===== src/rtl/itc_cell_pkg.sv =====
package itc_cell_pkg;

  typedef enum logic [1:0] {
    VIEW_RAW  = 2'd0,
    VIEW_TAG  = 2'd1,
    VIEW_WAIT = 2'd2,
    VIEW_POLL = 2'd3
  } view_e;

  localparam int TAG_E_BIT     = 0;
  localparam int TAG_F_BIT     = 1;
  localparam int TAG_T_BIT     = 16;
  localparam int TAG_MODE_BIT  = 17;
  localparam int TAG_CNT_LSB   = 18;
  localparam int TAG_DEPTH_LSB = 28;
  localparam int TAG_DEPTH_W   = 4;

  // control -> datapath strobes
  typedef struct packed {
    logic push;   // write at tail, advance nothing (count grows in control)
    logic patch;  // overwrite newest entry
    logic pop;    // advance head
  } cell_stb_t;

endpackage


===== src/rtl/itc_cell_store.sv =====
module itc_cell_store
  import itc_cell_pkg::*;
#(
  parameter int DATA_W = 32,
  parameter int DEPTH  = 8
) (
  input  logic                     clk,
  input  logic                     rstN,
  input  cell_stb_t                stb,
  input  logic [$clog2(DEPTH)-1:0] cntLow,
  input  logic [DATA_W-1:0]        wrData,
  output logic [DATA_W-1:0]        headData
);
  localparam int PTR_W = $clog2(DEPTH);

  logic [DATA_W-1:0] mem [DEPTH];
  logic [PTR_W-1:0]  headIdx;
  logic [PTR_W-1:0]  tailIdx;
  logic [PTR_W-1:0]  lastIdx;

  assign tailIdx  = headIdx + cntLow;
  assign lastIdx  = tailIdx - PTR_W'(1);
  assign headData = mem[headIdx];

  always_ff @(posedge clk) begin
    if (!rstN) begin
      headIdx <= '0;
    end else if (stb.pop) begin
      headIdx <= headIdx + PTR_W'(1);
    end
  end

  for (genvar g = 0; g < DEPTH; g++) begin : g_entry
    always_ff @(posedge clk) begin
      if (!rstN) begin
        mem[g] <= '0;
      end else if (stb.push && tailIdx == PTR_W'(g)) begin
        mem[g] <= wrData;
      end else if (stb.patch && lastIdx == PTR_W'(g)) begin
        mem[g] <= wrData;
      end
    end
  end


  single_strobe_chk: assert property (@(posedge clk) disable iff (!rstN)
    $countones({stb.push, stb.patch, stb.pop}) <= 1);


  pop_advance_chk: assert property (@(posedge clk) disable iff (!rstN)
    !stb.pop |=> $stable(headIdx));

endmodule


===== src/rtl/itc_cell_ctrl.sv =====
module itc_cell_ctrl
  import itc_cell_pkg::*;
#(
  parameter int DATA_W  = 32,
  parameter int DEPTH   = 8,
  parameter int NUM_REQ = 4
) (
  input  logic                       clk,
  input  logic                       rstN,
  input  logic                       reqValid,
  input  logic [1:0]                 reqView,
  input  logic                       reqWrite,
  input  logic [2:0]                 ctlBits,  // {T, F, E} from write data
  input  logic [$clog2(NUM_REQ)-1:0] reqId,
  input  logic [DATA_W-1:0]          headData,
  output cell_stb_t                  stb,
  output logic [$clog2(DEPTH)-1:0]   cntLow,
  output logic                       rspValid,
  output logic [DATA_W-1:0]          rspData,
  output logic                       rspBlocked,
  output logic [NUM_REQ-1:0]         wakeVec
);
  localparam int PTR_W = $clog2(DEPTH);
  localparam int CNT_W = PTR_W + 1;

  view_e view;
  assign view = view_e'(reqView);

  logic              tagE, tagF, tagT;
  logic [CNT_W-1:0]  count;
  logic [NUM_REQ-1:0] waitMask;

  logic              nE, nF, nT;
  logic [CNT_W-1:0]  nCnt;
  logic [NUM_REQ-1:0] nMask, nWake;
  logic              nBlk;
  logic [DATA_W-1:0] nData;
  logic [DATA_W-1:0] tagWord;
  logic              waitView;

  assign cntLow   = count[PTR_W-1:0];
  assign waitView = (view == VIEW_WAIT);

  always_comb begin
    tagWord                                 = '0;
    tagWord[TAG_E_BIT]                      = tagE;
    tagWord[TAG_F_BIT]                      = tagF;
    tagWord[TAG_T_BIT]                      = tagT;
    tagWord[TAG_MODE_BIT]                   = 1'b1;
    tagWord[TAG_CNT_LSB +: CNT_W]           = count;
    tagWord[TAG_DEPTH_LSB +: TAG_DEPTH_W]   = TAG_DEPTH_W'(PTR_W);
  end

  always_comb begin
    nE    = tagE;
    nF    = tagF;
    nT    = tagT;
    nCnt  = count;
    nMask = waitMask;
    nWake = '0;
    nBlk  = 1'b0;
    nData = '0;
    stb   = '0;
    if (reqValid) begin
      unique case (view)
        VIEW_RAW: begin
          if (reqWrite) begin
            stb.patch = (count != '0);
          end else begin
            nData = headData;
          end
        end
        VIEW_TAG: begin
          if (reqWrite) begin
            nT = ctlBits[2];
            nF = ctlBits[1];
            nE = ctlBits[0];
            if (ctlBits[0]) nCnt = '0;
          end else begin
            nData = tagWord;
          end
        end
        default: begin
          if (!reqWrite) begin
            nF = 1'b0;
            if (waitView && tagE) begin
              nBlk  = 1'b1;
              nMask = waitMask | (NUM_REQ'(1) << reqId);
            end else begin
              nWake = waitMask;
              nMask = '0;
              if (count != '0) begin
                nData   = headData;
                stb.pop = 1'b1;
                nCnt    = count - CNT_W'(1);
              end
              if (nCnt == '0) nE = 1'b1;
            end
          end else begin
            nE = 1'b0;
            if (waitView && tagF) begin
              nBlk  = 1'b1;
              nMask = waitMask | (NUM_REQ'(1) << reqId);
            end else begin
              nWake = waitMask;
              nMask = '0;
              if (count < CNT_W'(DEPTH)) begin
                stb.push = 1'b1;
                nCnt     = count + CNT_W'(1);
              end
              if (nCnt == CNT_W'(DEPTH)) nF = 1'b1;
            end
          end
        end
      endcase
    end
  end

  always_ff @(posedge clk) begin
    if (!rstN) begin
      tagE       <= 1'b1;
      tagF       <= 1'b0;
      tagT       <= 1'b0;
      count      <= '0;
      waitMask   <= '0;
      rspValid   <= 1'b0;
      rspData    <= '0;
      rspBlocked <= 1'b0;
      wakeVec    <= '0;
    end else begin
      tagE       <= nE;
      tagF       <= nF;
      tagT       <= nT;
      count      <= nCnt;
      waitMask   <= nMask;
      rspValid   <= reqValid;
      rspData    <= nData;
      rspBlocked <= nBlk;
      wakeVec    <= nWake;
    end
  end


  count_bound_chk: assert property (@(posedge clk) disable iff (!rstN)
    count <= CNT_W'(DEPTH));


  wake_pulse_chk: assert property (@(posedge clk) disable iff (!rstN)
    (wakeVec != '0) |=> (wakeVec == '0));


  blocked_quiet_chk: assert property (@(posedge clk) disable iff (!rstN)
    rspBlocked |-> (rspData == '0 && wakeVec == '0));


  full_block_hold_chk: assert property (@(posedge clk) disable iff (!rstN)
    (reqValid && view == VIEW_WAIT && reqWrite && tagF) |=> $stable(count));


  poll_never_block_chk: assert property (@(posedge clk) disable iff (!rstN)
    (reqValid && view == VIEW_POLL) |=> !rspBlocked);


  rsp_follow_chk: assert property (@(posedge clk) disable iff (!rstN)
    reqValid |=> rspValid);


  no_spurious_rsp_chk: assert property (@(posedge clk) disable iff (!rstN)
    !reqValid |=> !rspValid);

endmodule


===== src/rtl/itc_fifo_cell.sv =====
module itc_fifo_cell
  import itc_cell_pkg::*;
#(
  parameter int DATA_W  = 32,
  parameter int DEPTH   = 8,
  parameter int NUM_REQ = 4
) (
  input  logic                       clk,
  input  logic                       rstN,
  input  logic                       reqValid,
  input  logic [1:0]                 reqView,
  input  logic                       reqWrite,
  input  logic [DATA_W-1:0]          reqWdata,
  input  logic [$clog2(NUM_REQ)-1:0] reqId,
  output logic                       rspValid,
  output logic [DATA_W-1:0]          rspData,
  output logic                       rspBlocked,
  output logic [NUM_REQ-1:0]         wakeVec
);
  localparam int PTR_W = $clog2(DEPTH);

  cell_stb_t         stb;
  logic [PTR_W-1:0]  cntLow;
  logic [DATA_W-1:0] headData;

  itc_cell_ctrl #(.DATA_W(DATA_W), .DEPTH(DEPTH), .NUM_REQ(NUM_REQ)) u_ctrl (
    .clk        (clk),
    .rstN       (rstN),
    .reqValid   (reqValid),
    .reqView    (reqView),
    .reqWrite   (reqWrite),
    .ctlBits    ({reqWdata[TAG_T_BIT], reqWdata[TAG_F_BIT], reqWdata[TAG_E_BIT]}),
    .reqId      (reqId),
    .headData   (headData),
    .stb        (stb),
    .cntLow     (cntLow),
    .rspValid   (rspValid),
    .rspData    (rspData),
    .rspBlocked (rspBlocked),
    .wakeVec    (wakeVec)
  );

  itc_cell_store #(.DATA_W(DATA_W), .DEPTH(DEPTH)) u_store (
    .clk      (clk),
    .rstN     (rstN),
    .stb      (stb),
    .cntLow   (cntLow),
    .wrData   (reqWdata),
    .headData (headData)
  );

endmodule


===== config.mk =====
export PLATFORM = sky130hd
export DESIGN_NAME = itc_fifo_cell
export DESIGN_NICKNAME = d
export VERILOG_FILES = /design/src/rtl/itc_cell_pkg.sv /design/src/rtl/itc_cell_store.sv /design/src/rtl/itc_cell_ctrl.sv /design/src/rtl/itc_fifo_cell.sv
export SDC_FILE = /design/constraint.sdc
export NUM_CORES = 1
export LEC_CHECK = 0
export ABC_CLOCK_PERIOD_IN_PS = 4500
export BUFFER_PORTS_ARGS = -buffer_cell sky130_fd_sc_hd__buf_2
export CORE_AREA = 8 8 174 176
export DETAILED_ROUTE_END_ITERATION = 8
export DIE_AREA = 0 0 182 184
export GPL_ROUTABILITY_DRIVEN = 0
export PLACE_DENSITY = 0.66
export SLEW_MARGIN = 20
export SYNTH_ARGS = -nofsm -noshare
export SYNTH_HDL_FRONTEND = slang
export SYNTH_SLANG_ARGS = --single-unit

===== constraint.sdc =====
create_clock -name clk -period 4.5 [get_ports clk]
set_clock_uncertainty 0.1 [all_clocks]
set_input_delay 0.225 -clock clk [delete_from_list [all_inputs] [get_ports clk]]
set_output_delay 0.225 -clock clk [all_outputs]
set_load 0.005 [all_outputs]

==> results of run 1 <==
[layout make-up]
class	count	area share, %
multi-input combinational	557	28.1
tap	346	2.76
timing repair buffer	137	5.97
sequential	311	56.1
clock buffer	43	5.71
inverter	8	0.192
clock inverter	18	1.13
[kinds of logic (layout without fill, tap and decap cells)]
family | Yosys count | count (layout)
and+or+nand+nor | 395 | 395
DFF | 311 | 311
muxes | 99 | 99
buffers and inverters | 69 | 206
AOI/OAI and AO/OA | 54 | 54
adders and majority gates | 5 | 5
xor gates and xnor gates | 4 | 4
[flip-flops by register name (all words and copies together) (netlist names), named ones only]
signal	cells
u_store.headIdx	3
u_ctrl.rspBlocked	1
u_ctrl.tagT	1
u_ctrl.wakeVec	4
u_ctrl.count	4
u_ctrl.waitMask	4
u_ctrl.tagF	1
u_ctrl.tagE	1
u_store.mem	256
u_ctrl.rspData	32
u_ctrl.rspValid	1
[routing by layer]
metal,global-route usage [%],up-vias,wire length (um)
met2,31.7,275,15100
li1,-,3661,-
met3,3.70,56,2090
met4,5.58,0,710
met5,0,-,0
met1,26.0,4040,13600
[report_power, final]
group	switching, mW	leakage [nW]	internal, mW	total [mW]
Combinational	0.203	2.04	0.126	0.329
Sequential	0.0341	3.09	3.21	3.24
Clock	1.11	0.527	1.59	2.69
Total	1.34	5.66	4.92	6.26
[cell usage after synthesis, drive strengths merged, types with 2 or more instances]
cell	count	area, um^2
inv	7	26.3
nand2b	8	57.6
nor3b	2	15.0
or4b	2	20.0
nand4b	2	17.5
clkbuf	24	91.3
a21oi	7	35.0
o21ai	9	48.8
a211oi	10	97.6
o21a	2	15.0
o22a	2	17.5
a31oi	3	18.8
buf	37	221
nand4	2	12.5
nor2b	3	18.8
and2	133	832
or2	2	12.5
dfxtp	55	1100
mux2i	35	350
edfxtp	256	7690
a32o	3	30.0
and4	2	17.5
and4b	3	30.0
nor2	170	638
nand3	5	50.0
a21boi	2	15.0
nor3	6	30.0
a221o	2	20.0
ha	4	50.1
nand2	49	184
xnor2	3	26.3
mux4	64	1440
[path summary, 6_finish.rpt]
kind / from / end / depth (start not counted)
worst max-delay path: u_ctrl.count[1]$_SDFFE_PN0P_ / u_store.mem[4][29]$_SDFFCE_PN0P_ / 7
worst min-delay path: reqValid / u_ctrl.tagF$_SDFFE_PN0P_ / 2
worst max register to register: u_ctrl.count[1]$_SDFFE_PN0P_ / u_store.mem[4][29]$_SDFFCE_PN0P_ / 7
worst min register to register: u_ctrl.waitMask[0]$_SDFFE_PN0P_ / u_ctrl.wakeVec[0]$_SDFF_PP0_ / 1
==> impl.org, run 1 <==
** Worst setup path
- Worst Setup End Kind :: register
- The largest individual stage delay along the critical path comes from the cell sky130_fd_sc_hd__a2111oi_4.
- Kind of start point of the critical path :: register
- Arrival time at the worst endpoint :: 3.44 ns
- Worst path cell trace :: inv_1 -> ha_1 -> or3b_1 -> nand3_4 -> a2111oi_4 -> buf_4 -> and2_1
- For the worst setup path, the data required time is 4.77 ns.
- Flop-to-flop setup slack :: 1.33 ns
- Grouping stages by cell kind, the critical path spends the most delay in compound AO/OA/AOI/OAI gates.
- Class of the most critical setup path :: reg -> reg
- Critical path fanouts, max :: 17
- Slowest stage delay, CP :: 0.96 ns
- The number of buffers and inverters on the critical path is 2.

** Detailed routing
- Drt pass-1 iters :: 5
- The routed layout has 8,032 vias.
- Total Wirelength :: 31,600 um
- Antenna-violating nets left :: 0
- Starting DRT DRC Count :: 744
- After detailed routing, the average wire length per cell comes to 22.2 um.
- For this run, design rule violations remaining after detail routing come to 0.
- Number of vias per cell :: 5.66

** Final layout
- The library cell used most frequently in the layout, excluding fill and tap cells, is sky130_fd_sc_hd__edfxtp_1.
- After filler insertion, the fill cell instance count of the layout stands at 2,176.
- Footprint of the flip-flops and latches :: 0.00880 mm^2
- Diodes inserted :: 0
- Post-Route Utilization :: 57.0%
- The library cells used most frequently in the layout, excluding fill and tap cells, are 256 x sky130_fd_sc_hd__edfxtp_1, 170 x sky130_fd_sc_hd__nor2_1, 133 x sky130_fd_sc_hd__and2_1, 77 x sky130_fd_sc_hd__buf_2, 64 x sky130_fd_sc_hd__mux4_2.
- Signed area change from the synthesized netlist to the final layout :: 16.3%
- Combined area of the multi-input logic cells :: 0.00440 mm^2
- Fraction of final layout cells with drive strength greater than 1 :: 21.8%
- With fillers left out, the area of the finished cells amounts to 0.0157 mm^2.
- Leaving out filler cells and counting taps, the final layout contains 1,420.
- The final layout contains 1,094 nets.

** Logic synthesis
- Combinational family with the most area after synthesis :: simple AND/OR/NAND/NOR gates
- The synthesized netlist occupies a cell area of 0.0135 mm^2.
- Gate Count Post-Synth :: 937
- After synthesis the netlist holds a flip-flop and latch count of 311.
- Counting flops with a built-in enable in the synthesized netlist gives 256.
- Of the total synthesized cell area, the portion taken by XOR and XNOR cells is 0.372%.
- The number of different library cells used by synthesis comes to 65.
- Counting flops with an async set or reset pin after synthesis yields a share of 0%.
- Yosys Warn Count :: 0
- Summing the areas of all compound-gate instances in the mapped netlist gives 3.25% of the synthesized area.
- After Yosys synthesis, full adders, half adders and majority gates account for 0.520% of the synthesized area.
- Nets in the synthesized netlist :: 982
- Average footprint of a synthesized cell :: 14.4 um^2
- Flip-flop cell with the highest count after synthesis :: sky130_fd_sc_hd__edfxtp_1
- For this run, the register share of the synthesized area comes to 65.2%.
- Simple-gate portion of the synthesized area :: 14.8%
- Fraction of synthesized area in multiplexers :: 13.3%

** Timing
- Post-route clock period utilization :: 70.4%
- The total count of max-transition violations in the final report was 0.
- Setup TNS :: 0 ns
- Worst hold-check slack :: 0.0326 ns
- Transition time of the tightest slew-check pin :: 1.10 ns
- Setup repair after global routing left no endpoint under its margin.
- PnR worst setup slack :: 1.33 ns
- Final min period :: 3.17 ns
- In this run the tightest slew margin relative to its limit is 26.5%.
- Setup violators final :: 0
- The final hold violation count came to 0.
- For this run, the top clock speed supported by timing is 316 MHz.

** Global routing
- Largest net degree at the start of global routing :: 49
- Across every metal layer, demand over resource in global routing totals 19.3%.
- Antenna violations before repair :: 0
- The via count of the first global-routing pass is 8,397.
- The first global-routing pass estimated 49,500 um of wire.
- Global routing finished with a remaining overflow of 0.

** Place
- OpenSTA, run right after detailed placement, puts the worst setup slack at 1.36 ns.
- In this run, placement finished with an instance count of 1,324.
- In this run the cell area measured after placement is 0.0142 mm^2.
- The wire-length estimate of the detail-placed layout is 18,800 um.
- Buffers placed on the I/O ports in this run total 77.

** Floorplanning
- The core region is 0.0275 mm^2.
- The die covers 0.0335 mm^2.
- The die is 182 um wide.
- The initial utilization of the core area, before any placement, comes to 49.0%.
- In this run the vertical extent of the chip is 184 um.
- # IOs :: 78
- The initialized floorplan defines 61 standard-cell rows.

** Clocking
- In this run the deepest clock path goes through 3 buffers.
- Hold buffer count at CTS :: 35
- Number of gates given a new drive strength after cts :: 0
- Setup repair bufs after CTS :: 0
- In this run the number of H-tree levels came out at 2.
- Clock latency on the worst-skew pair :: 0.51 ns
- Clock tree sinks :: 311
- CTS placed an instance of sky130_fd_sc_hd__clkbuf_16 at the clock tree root.
- TritonCTS built the clock tree.
- In this run, CTS created clock tree buffers numbering 34.
- CTS clock-pin slew for the worst setup and hold paths :: 0.06 ns

** Power and ir drop
- Maximum VDD drop :: 0.320 mV
- Summing internal, switching and leakage power gives 6.26 mW.
- Power spread over the standard cell area amounts to 400 mW/mm^2.
- In this run the static leakage power is 5.66 nW.

** Min path
- The tightest min-delay check is of the in -> reg type.

** Flow run
- Across the run, the number of max-cap violations was 0.

** Run status
- Status :: finished, final reports clean
Power figures use the tool's default switching activity.
==> inputs of run 2 (changes only) <==
--- a/config.mk
+++ b/config.mk
@@ -5,13 +5,13 @@
 export SDC_FILE = /design/constraint.sdc
 export NUM_CORES = 1
 export LEC_CHECK = 0
-export ABC_CLOCK_PERIOD_IN_PS = 4500
+export ABC_CLOCK_PERIOD_IN_PS = 3300
 export BUFFER_PORTS_ARGS = -buffer_cell sky130_fd_sc_hd__buf_2
 export CORE_AREA = 8 8 174 176
 export DETAILED_ROUTE_END_ITERATION = 8
 export DIE_AREA = 0 0 182 184
 export GPL_ROUTABILITY_DRIVEN = 0
-export PLACE_DENSITY = 0.66
+export PLACE_DENSITY = 0.64
 export SLEW_MARGIN = 20
 export SYNTH_ARGS = -nofsm -noshare
 export SYNTH_HDL_FRONTEND = slang
==> constraint.sdc (replaced) <==
create_clock -name clk -period 3.3 [get_ports clk]
set_clock_uncertainty 0.1 [all_clocks]
set_input_delay 0.165 -clock clk [delete_from_list [all_inputs] [get_ports clk]]
set_output_delay 0.165 -clock clk [all_outputs]
set_load 0.005 [all_outputs]
==> impl.org, run 2 (synthesized netlist as in run 1, its figures left out) <==
** Detailed routing
- Drt pass-1 iters :: 5
- Antenna-violating nets left :: 0
- After detailed routing, the number of vias per cell comes to 5.64.
- Across all layers, the routed design uses 8,135 vias.
- After detailed routing, the number of remaining DRC violations is 0.
- In the final routed layout, each cell accounts on average for 22.2 um.
- For this block, the initial DRC count from the detailed router was 664.
- The final layout contains routed wiring with a total length of 32,000 um.

** Clocking
- The clock passes through at most 3 buffers.
- The number of setup buffers added after CTS is 0.
- The clock net in this run drives a total of 311 sinks.
- Root buffer selected by CTS :: sky130_fd_sc_hd__clkbuf_16
- Number of levels in the clock H-tree :: 2
- Clock-pin slew was measured on the worst setup and hold paths at 0.06 ns.
- The clock reaches the later pin of the worst-skew pair after 0.51 ns.
- Clock tree from TritonCTS :: yes
- Counting the buffers created by CTS gives 35.

** Power and ir drop
- Summed over all cells, the static leakage comes to 5.76 nW.
- Power spent charging and discharging nets :: 1.78 mW
- Across the VDD grid, the largest voltage drop is 0.419 mV.
- Proportion of power drawn by combinational gates :: 5.6%
- Of the total power, the share spent switching nets is 21.1%.
- The internal portion of the total power is 6.67 mW.
- Of the total power, the clock network draws 42.2%.
- In this run the power density over the cells is 533 mW/mm^2.
- Per report_power, the sequential group accounts for 52.2% of the total.
- Total chip power :: 8.45 mW

** Worst setup path
- Critical R2R Launch :: u_ctrl.count[0]$_SDFFE_PN0P_
- In this design, the largest share of critical-path delay is due to simple AND/OR/NAND/NOR gates.
- Worst Setup End Kind :: register
- By startpoint and endpoint, the worst setup path is classified as reg -> reg.
- In this run the critical register-to-register path is captured at u_store.mem[0][31]$_DFFE_PP_.
- For this design, the slowest cell found on the critical path is sky130_fd_sc_hd__dfxtp_1.
- Data on the critical path arrives at its endpoint at 2.95 ns.
- STA classifies the critical path startpoint as a register.
- The signal on the critical path passes through inv_1 -> ha_1 -> or3b_1 -> nand3_4 -> and2_1 -> buf_4 -> o21ai_4 -> buf_12.
- Along the worst path, the maximum fanout reaches 25.
- The critical path runs through a total of 8 cells.
- WP data required :: 3.38 ns
- For flop-to-flop paths, the worst setup slack is 0.43 ns.
- Slowest stage delay, CP :: 0.52 ns
- Buffer and inverter count on the worst path :: 3
- Measured in cells, the most critical reg-to-reg path has a length of 8.

** Timing
- Worst hold-check slack :: 0.110 ns
- PnR worst setup slack :: 0.432 ns
- Top achievable clock speed :: 349 MHz
- Headroom to the max-slew limit :: 48.3%
- Final-report max-slew violation count :: 0
- Setup repair after global routing left no endpoint under its margin.
- For the pin with the worst max-slew slack, the measured transition is 0.776 ns.
- Final min period :: 2.87 ns
- Final hold violation count :: 0
- After routing, the total negative slack on setup checks comes to 0 ns.
- The worst path uses 86.9% of the clock period.
- Setup violations remaining at the end of the flow were counted as 0.

** Final layout
- Post-Route Utilization :: 57.8%
- Flip-flop count of the largest register, all copies and words added :: 256
- Fraction of final layout cells with drive strength greater than 1 :: 22.5%
- Signed area change from the synthesized netlist to the final layout :: 17.8%
- Biggest regs :: u_store.mem x256, u_ctrl.rspData x32
- The filler cells instantiated in the layout total 2,167.
- Once layout is done, the placed cells without fillers occupy 0.0159 mm^2.
- Across the whole layout, storage elements account for 0.00880 mm^2.
- Number of nets in the layout :: 1,117
- Most common cell after layout, fill and taps aside :: sky130_fd_sc_hd__edfxtp_1
- Combined area of the multi-input logic cells :: 0.00440 mm^2
- The repair_antennas step left the layout with diodes totalling 0.
- More flip-flops sit in one register than any other, and that register is u_store.mem.
- The library cells used most frequently in the layout, excluding fill and tap cells, are 256 x sky130_fd_sc_hd__edfxtp_1, 170 x sky130_fd_sc_hd__nor2_1, 133 x sky130_fd_sc_hd__and2_1, 77 x sky130_fd_sc_hd__buf_2, 64 x sky130_fd_sc_hd__mux4_2.
- After the flow finishes, the layout carries non-filler instances totaling 1,443.

** Flow run
- Max-cap violations in this run came to 0.

** Global routing
- Total overflow reported by the global router :: 0
- Entering global routing, the biggest net connects 49 pins.
- Across every metal layer, demand over resource in global routing totals 19.3%.
- The via count of the first global-routing pass was 8,319.
- Wire length of the first global-routing pass :: 49,300 um
- The number of antenna violations at the first check in global routing was 0.

** Floorplanning
- The die covers 0.0335 mm^2.
- The initial utilization of the core area, before any placement, comes to 49.0%.
- Die span in y :: 184 um
- 78 I/O pins were placed.
- Core Box Area :: 0.0275 mm^2
- Std-Cell Rows :: 61
- From left edge to right edge, the die measures 182 um.

** Min path
- Type of the most critical hold path :: in -> reg
- Startpoint of the worst hold path :: rstN
- Along the worst hold path, the cell count comes to 3.
- The worst hold path terminates at u_ctrl.tagT$_SDFFE_PN0P_.

** Place
- Detailed placement ended at an HPWL of 19,000 um.
- Port buffering added 77 buffers.
- Timing analysis after detailed placement gives a worst setup slack of 0.477 ns.
- Post-placement cell area :: 0.0144 mm^2
- Number of instances in the placed design :: 1,342

** Run status
- Status :: finished, final reports clean
run 2: power groups by stage:
stage	clock, mW	sequential [mW]	combinational (mW)
floorplan	0	4.48	0.250
global placement	0	4.49	0.437
detailed placement	0	4.49	0.440
CTS	3.65	4.41	0.477
global route	3.80	4.42	0.515
finish	3.57	4.41	0.474
run 2: metal layers:
| metal | track usage (%) | vias up | share of wire (%) |
|---|---|---|---|
| met5 | 0 | - | 0 |
| met4 | 5.25 | 0 | 1.7 |
| met3 | 3.58 | 40 | 6.2 |
| met2 | 31.9 | 281 | 48 |
| met1 | 26.1 | 4107 | 44 |
| li1 | - | 3707 | - |
run 2: timing repair:
| action | in CTS | in global routing |
|---|---|---|
| hold endpoints to repair | 153 | 0 |
| hold buffers | 39 | 0 |
| resized for setup | 0 | 0 |
run 2: cell type report:
| class | count | share of cell area (%) |
|---|---|---|
| clock inverter | 5 | 0.166 |
| clock buffer | 57 | 6.43 |
| multi-input combinational | 557 | 27.7 |
| timing repair buffer | 159 | 7.32 |
| inverter | 8 | 0.189 |
| tap | 346 | 2.73 |
| sequential | 311 | 55.4 |
run 2: worst min-delay path, stage by stage:
cell and delay, ns:
sky130_fd_sc_hd__buf_2 0.11, sky130_fd_sc_hd__clkinv_1 0.31, sky130_fd_sc_hd__a21oi_1 0.07
run 2: worst max-delay path by stage:
stage | slack, ns | startpoint | endpoint
finish | 0.43 | u_ctrl.count[0]$_SDFFE_PN0P_ | u_store.mem[0][31]$_DFFE_PP_
global route | 0.30 | u_ctrl.count[0]$_SDFFE_PN0P_ | u_store.mem[7][14]$_DFFE_PP_
CTS | 0.45 | u_ctrl.count[0]$_SDFFE_PN0P_ | u_store.mem[7][14]$_DFFE_PP_
detailed placement | 0.48 | u_ctrl.count[0]$_SDFFE_PN0P_ | u_store.mem[7][5]$_DFFE_PP_
global placement | 0.54 | u_ctrl.count[0]$_SDFFE_PN0P_ | u_store.mem[7][14]$_DFFE_PP_
floorplan | -0.23 | u_ctrl.count[1]$_SDFFE_PN0P_ | u_store.mem[0][0]$_DFFE_PP_
==> inputs of run 3 (changes only) <==
--- a/config.mk
+++ b/config.mk
@@ -11,7 +11,8 @@
 export DETAILED_ROUTE_END_ITERATION = 8
 export DIE_AREA = 0 0 182 184
 export GPL_ROUTABILITY_DRIVEN = 0
-export PLACE_DENSITY = 0.64
+export PLACE_DENSITY = 0.66
+export SKIP_CTS_REPAIR_TIMING = 1
 export SLEW_MARGIN = 20
 export SYNTH_ARGS = -nofsm -noshare
 export SYNTH_HDL_FRONTEND = slang
==> impl.org, run 3 (synthesized netlist as in run 1, its figures left out) <==
** Run status
- Status :: finished, final reports clean

** Detailed routing
- In this run, the number of DRC markers left after iteration 0 of detailed routing was 672.
- Before antenna repair, the detailed router went through 4 iterations.
- For this run, design rule violations remaining after detail routing come to 0.
- The count of nets left with antenna violations once routing finished came out at 0.
- Routed wire length per instance :: 21.8 um
- Using the TritonRoute via totals, the vias-per-cell ratio works out to 5.59.
- The routed layout has 8,006 vias.
- Total Wirelength :: 31,300 um

** Final layout
- Highest-count cells in the layout ignoring fill and taps :: 256 x sky130_fd_sc_hd__edfxtp_1, 170 x sky130_fd_sc_hd__nor2_1, 133 x sky130_fd_sc_hd__and2_1, 77 x sky130_fd_sc_hd__buf_2, 64 x sky130_fd_sc_hd__mux4_2
- Top reg by flops :: u_store.mem
- The number of antenna diodes in the final layout is 0.
- Counting the fill cells in the layout gives 2,156.
- Post-Route Utilization :: 57.7%
- Final design instance area without fill :: 0.0158 mm^2
- At the end of the flow, the number of nets in the layout was 1,107.
- Combined area of the multi-input logic cells :: 0.00440 mm^2
- Signed area change from the synthesized netlist to the final layout :: 17.6%
- Fraction of final layout cells with drive strength greater than 1 :: 22.6%
- Biggest regs :: u_store.mem x256, u_ctrl.rspData x32
- Footprint of the flip-flops and latches :: 0.00880 mm^2
- Most common cell after layout, fill and taps aside :: sky130_fd_sc_hd__edfxtp_1
- Flip-flop count of the largest register, all copies and words added :: 256

** Global routing
- Vias in the first global route :: 8,206
- Total routing usage reported by global routing :: 18.7%
- Total overflow reported by the global router :: 0
- The first global-routing pass estimated 47,900 um of wire.
- Largest net degree at the start of global routing :: 41
- The number of antenna violations at the first check in global routing is 0.

** Worst setup path
- Worst path cell trace :: inv_1 -> ha_1 -> or3b_1 -> nand3_4 -> and2_1 -> o31ai_4 -> buf_12
- Worst reg-to-reg path cell count :: 7
- The critical path in this run is classified as reg -> reg.
- Worst Setup End Kind :: register
- In this run the worst path has a maximum fanout of 28.
- WP data required :: 3.39 ns
- Library cell contributing the largest single delay on the critical path :: sky130_fd_sc_hd__dfxtp_1
- Kind of start point of the critical path :: register
- In this design, the stage delay of the slowest critical-path cell is 0.56 ns.
- Arrival time at the worst endpoint :: 2.84 ns
- Crit path max-delay family :: simple AND/OR/NAND/NOR gates
- The startpoint identified for the worst register-to-register timing path is u_ctrl.count[1]$_SDFFE_PN0P_.
- In this run the critical register-to-register path is captured at u_store.mem[4][6]$_SDFFCE_PN0P_.
- Buffer and inverter count on the worst path :: 2
- Flop-to-flop setup slack :: 0.55 ns

** Timing
- Setup slack on the critical path of the routed design comes to 0.547 ns.
- Summed over all failing endpoints, the final setup total negative slack is 0 ns.
- RSZ-0062 raised after global routing :: false
- The final hold violation count was 0.
- The total count of max-transition violations in the final report was 0.
- The worst path needs 2.75 ns of the cycle, external delays included.
- Transition time of the tightest slew-check pin :: 0.726 ns
- Measured against its own limit, the worst slew margin works out to 51.6%.
- Setup violations remaining at the end of the flow were counted as 0.
- Static timing analysis puts the maximum clock frequency at 363 MHz.
- Post-route clock period utilization :: 83.4%

** Clocking
- Clock tree sinks :: 311
- Clock tree synthesis inserted a total of 34 buffers.
- The tree is rooted in a sky130_fd_sc_hd__clkbuf_16.
- Clock latency on the worst-skew pair :: 0.50 ns
- Clock tree from TritonCTS :: yes
- The H-tree was split into 2 levels.
- CTS clock-pin slew for the worst setup and hold paths :: 0.06 ns
- In this run the deepest clock path goes through 3 buffers.

** Floorplanning
- Pin placement for this block handled 78 I/O pins.
- Die ar. :: 0.0335 mm^2
- Core Box Area :: 0.0275 mm^2
- Initial Utilization :: 49.0%
- Measured along the y axis, the die boundary spans 184 um.
- Std-Cell Rows :: 61
- Die W :: 182 um

** Power and ir drop
- Maximum VDD drop :: 0.471 mV
- Cell area power density :: 544 mW/mm^2
- Summed over all cells, the static leakage comes to 5.75 nW.

** Place
- Post-placement worst setup slack :: 0.562 ns
- Post-placement cell area :: 0.0144 mm^2
- Final HPWL from detailed placement :: 18,300 um
- Buffers added on ports :: 77

** Min path
- The worst hold path terminates at u_store.mem[0][0]$_DFFE_PP_.
- The tightest min-delay check is of the in -> reg type.
- The worst hold path passes through 2 cells.
- The worst hold path begins at reqWdata[0].

** Flow run
- Max Cap Violations :: 0
-- run 3: cell count changes in the layout (fill, tap and decap cells not counted), moves of 4 or more --
cell                        change
sky130_fd_sc_hd__clkbuf_1      -11
sky130_fd_sc_hd__bufinv_16      +4
sky130_fd_sc_hd__buf_4          -7
sky130_fd_sc_hd__clkinv_1       +4
sky130_fd_sc_hd__clkinv_2       +4
-- run 3: per-layer routing --
layer	vias up	share of wire [%]	routed length [um]	global-route usage (%)
met1	4031	43	13300	24.8
met3	45	5.9	1840	2.59
li1	3674	-	-	-
met4	0	2.1	665	5.97
met5	-	0	0	0
met2	256	49	15500	31.8
-- run 3: worst max-delay path by stage --
stage,slack (ns),startpoint,depth (start not counted),end
4_1_cts,0.56,u_ctrl.count[1]$_SDFFE_PN0P_,7,u_store.mem[4][17]$_SDFFCE_PN0P_
5_1_grt,0.38,u_ctrl.count[1]$_SDFFE_PN0P_,7,u_store.mem[4][12]$_SDFFCE_PN0P_
2_1_floorplan,-0.23,u_ctrl.count[1]$_SDFFE_PN0P_,7,u_store.mem[0][0]$_DFFE_PP_
6_report,0.55,u_ctrl.count[1]$_SDFFE_PN0P_,7,u_store.mem[4][6]$_SDFFCE_PN0P_
3_5_place_dp,0.56,u_ctrl.count[1]$_SDFFE_PN0P_,7,u_store.mem[4][10]$_SDFFCE_PN0P_
3_3_place_gp,0.63,u_ctrl.count[1]$_SDFFE_PN0P_,7,u_store.mem[4][7]$_SDFFCE_PN0P_
-- run 3: cell type report --
class                   count  area share [%]
clock buffers              42            5.69
clock inverters            18            1.19
inverters                   8           0.190
multi-input cells         557            27.8
flip-flops and latches    311            55.5
well taps                 346            2.73
repair buffers            150            6.87
-- run 3: report_power, final --
part           leakage [nW]  total [mW]  switching (mW)  internal (mW)
Sequential             3.09        4.41          0.0439           4.37
Clock                 0.534        3.74            1.48           2.25
Combinational          2.12       0.464           0.281          0.183
Total                  5.75        8.61            1.81           6.81
-- run 3: per-stage QoR --
stage                     instances  power, mW  hold WS (ns)
after floorplan                 937       4.73         0.202
after global placement         1335       4.92         0.335
after detailed placement       1335       4.93         0.346
after CTS                      1395       8.65        -0.170
after global routing           1432       8.86       0.00363
final                          1432       8.61       0.00700
-- run 3: worst reg2reg max path, stage by stage (launching register included) --
cell                      delay, ns
sky130_fd_sc_hd__dfxtp_1       0.56
sky130_fd_sc_hd__inv_1         0.12
sky130_fd_sc_hd__ha_1          0.29
sky130_fd_sc_hd__or3b_1        0.28
sky130_fd_sc_hd__nand3_4       0.17
sky130_fd_sc_hd__and2_1        0.31
sky130_fd_sc_hd__o31ai_4       0.32
sky130_fd_sc_hd__buf_12        0.26
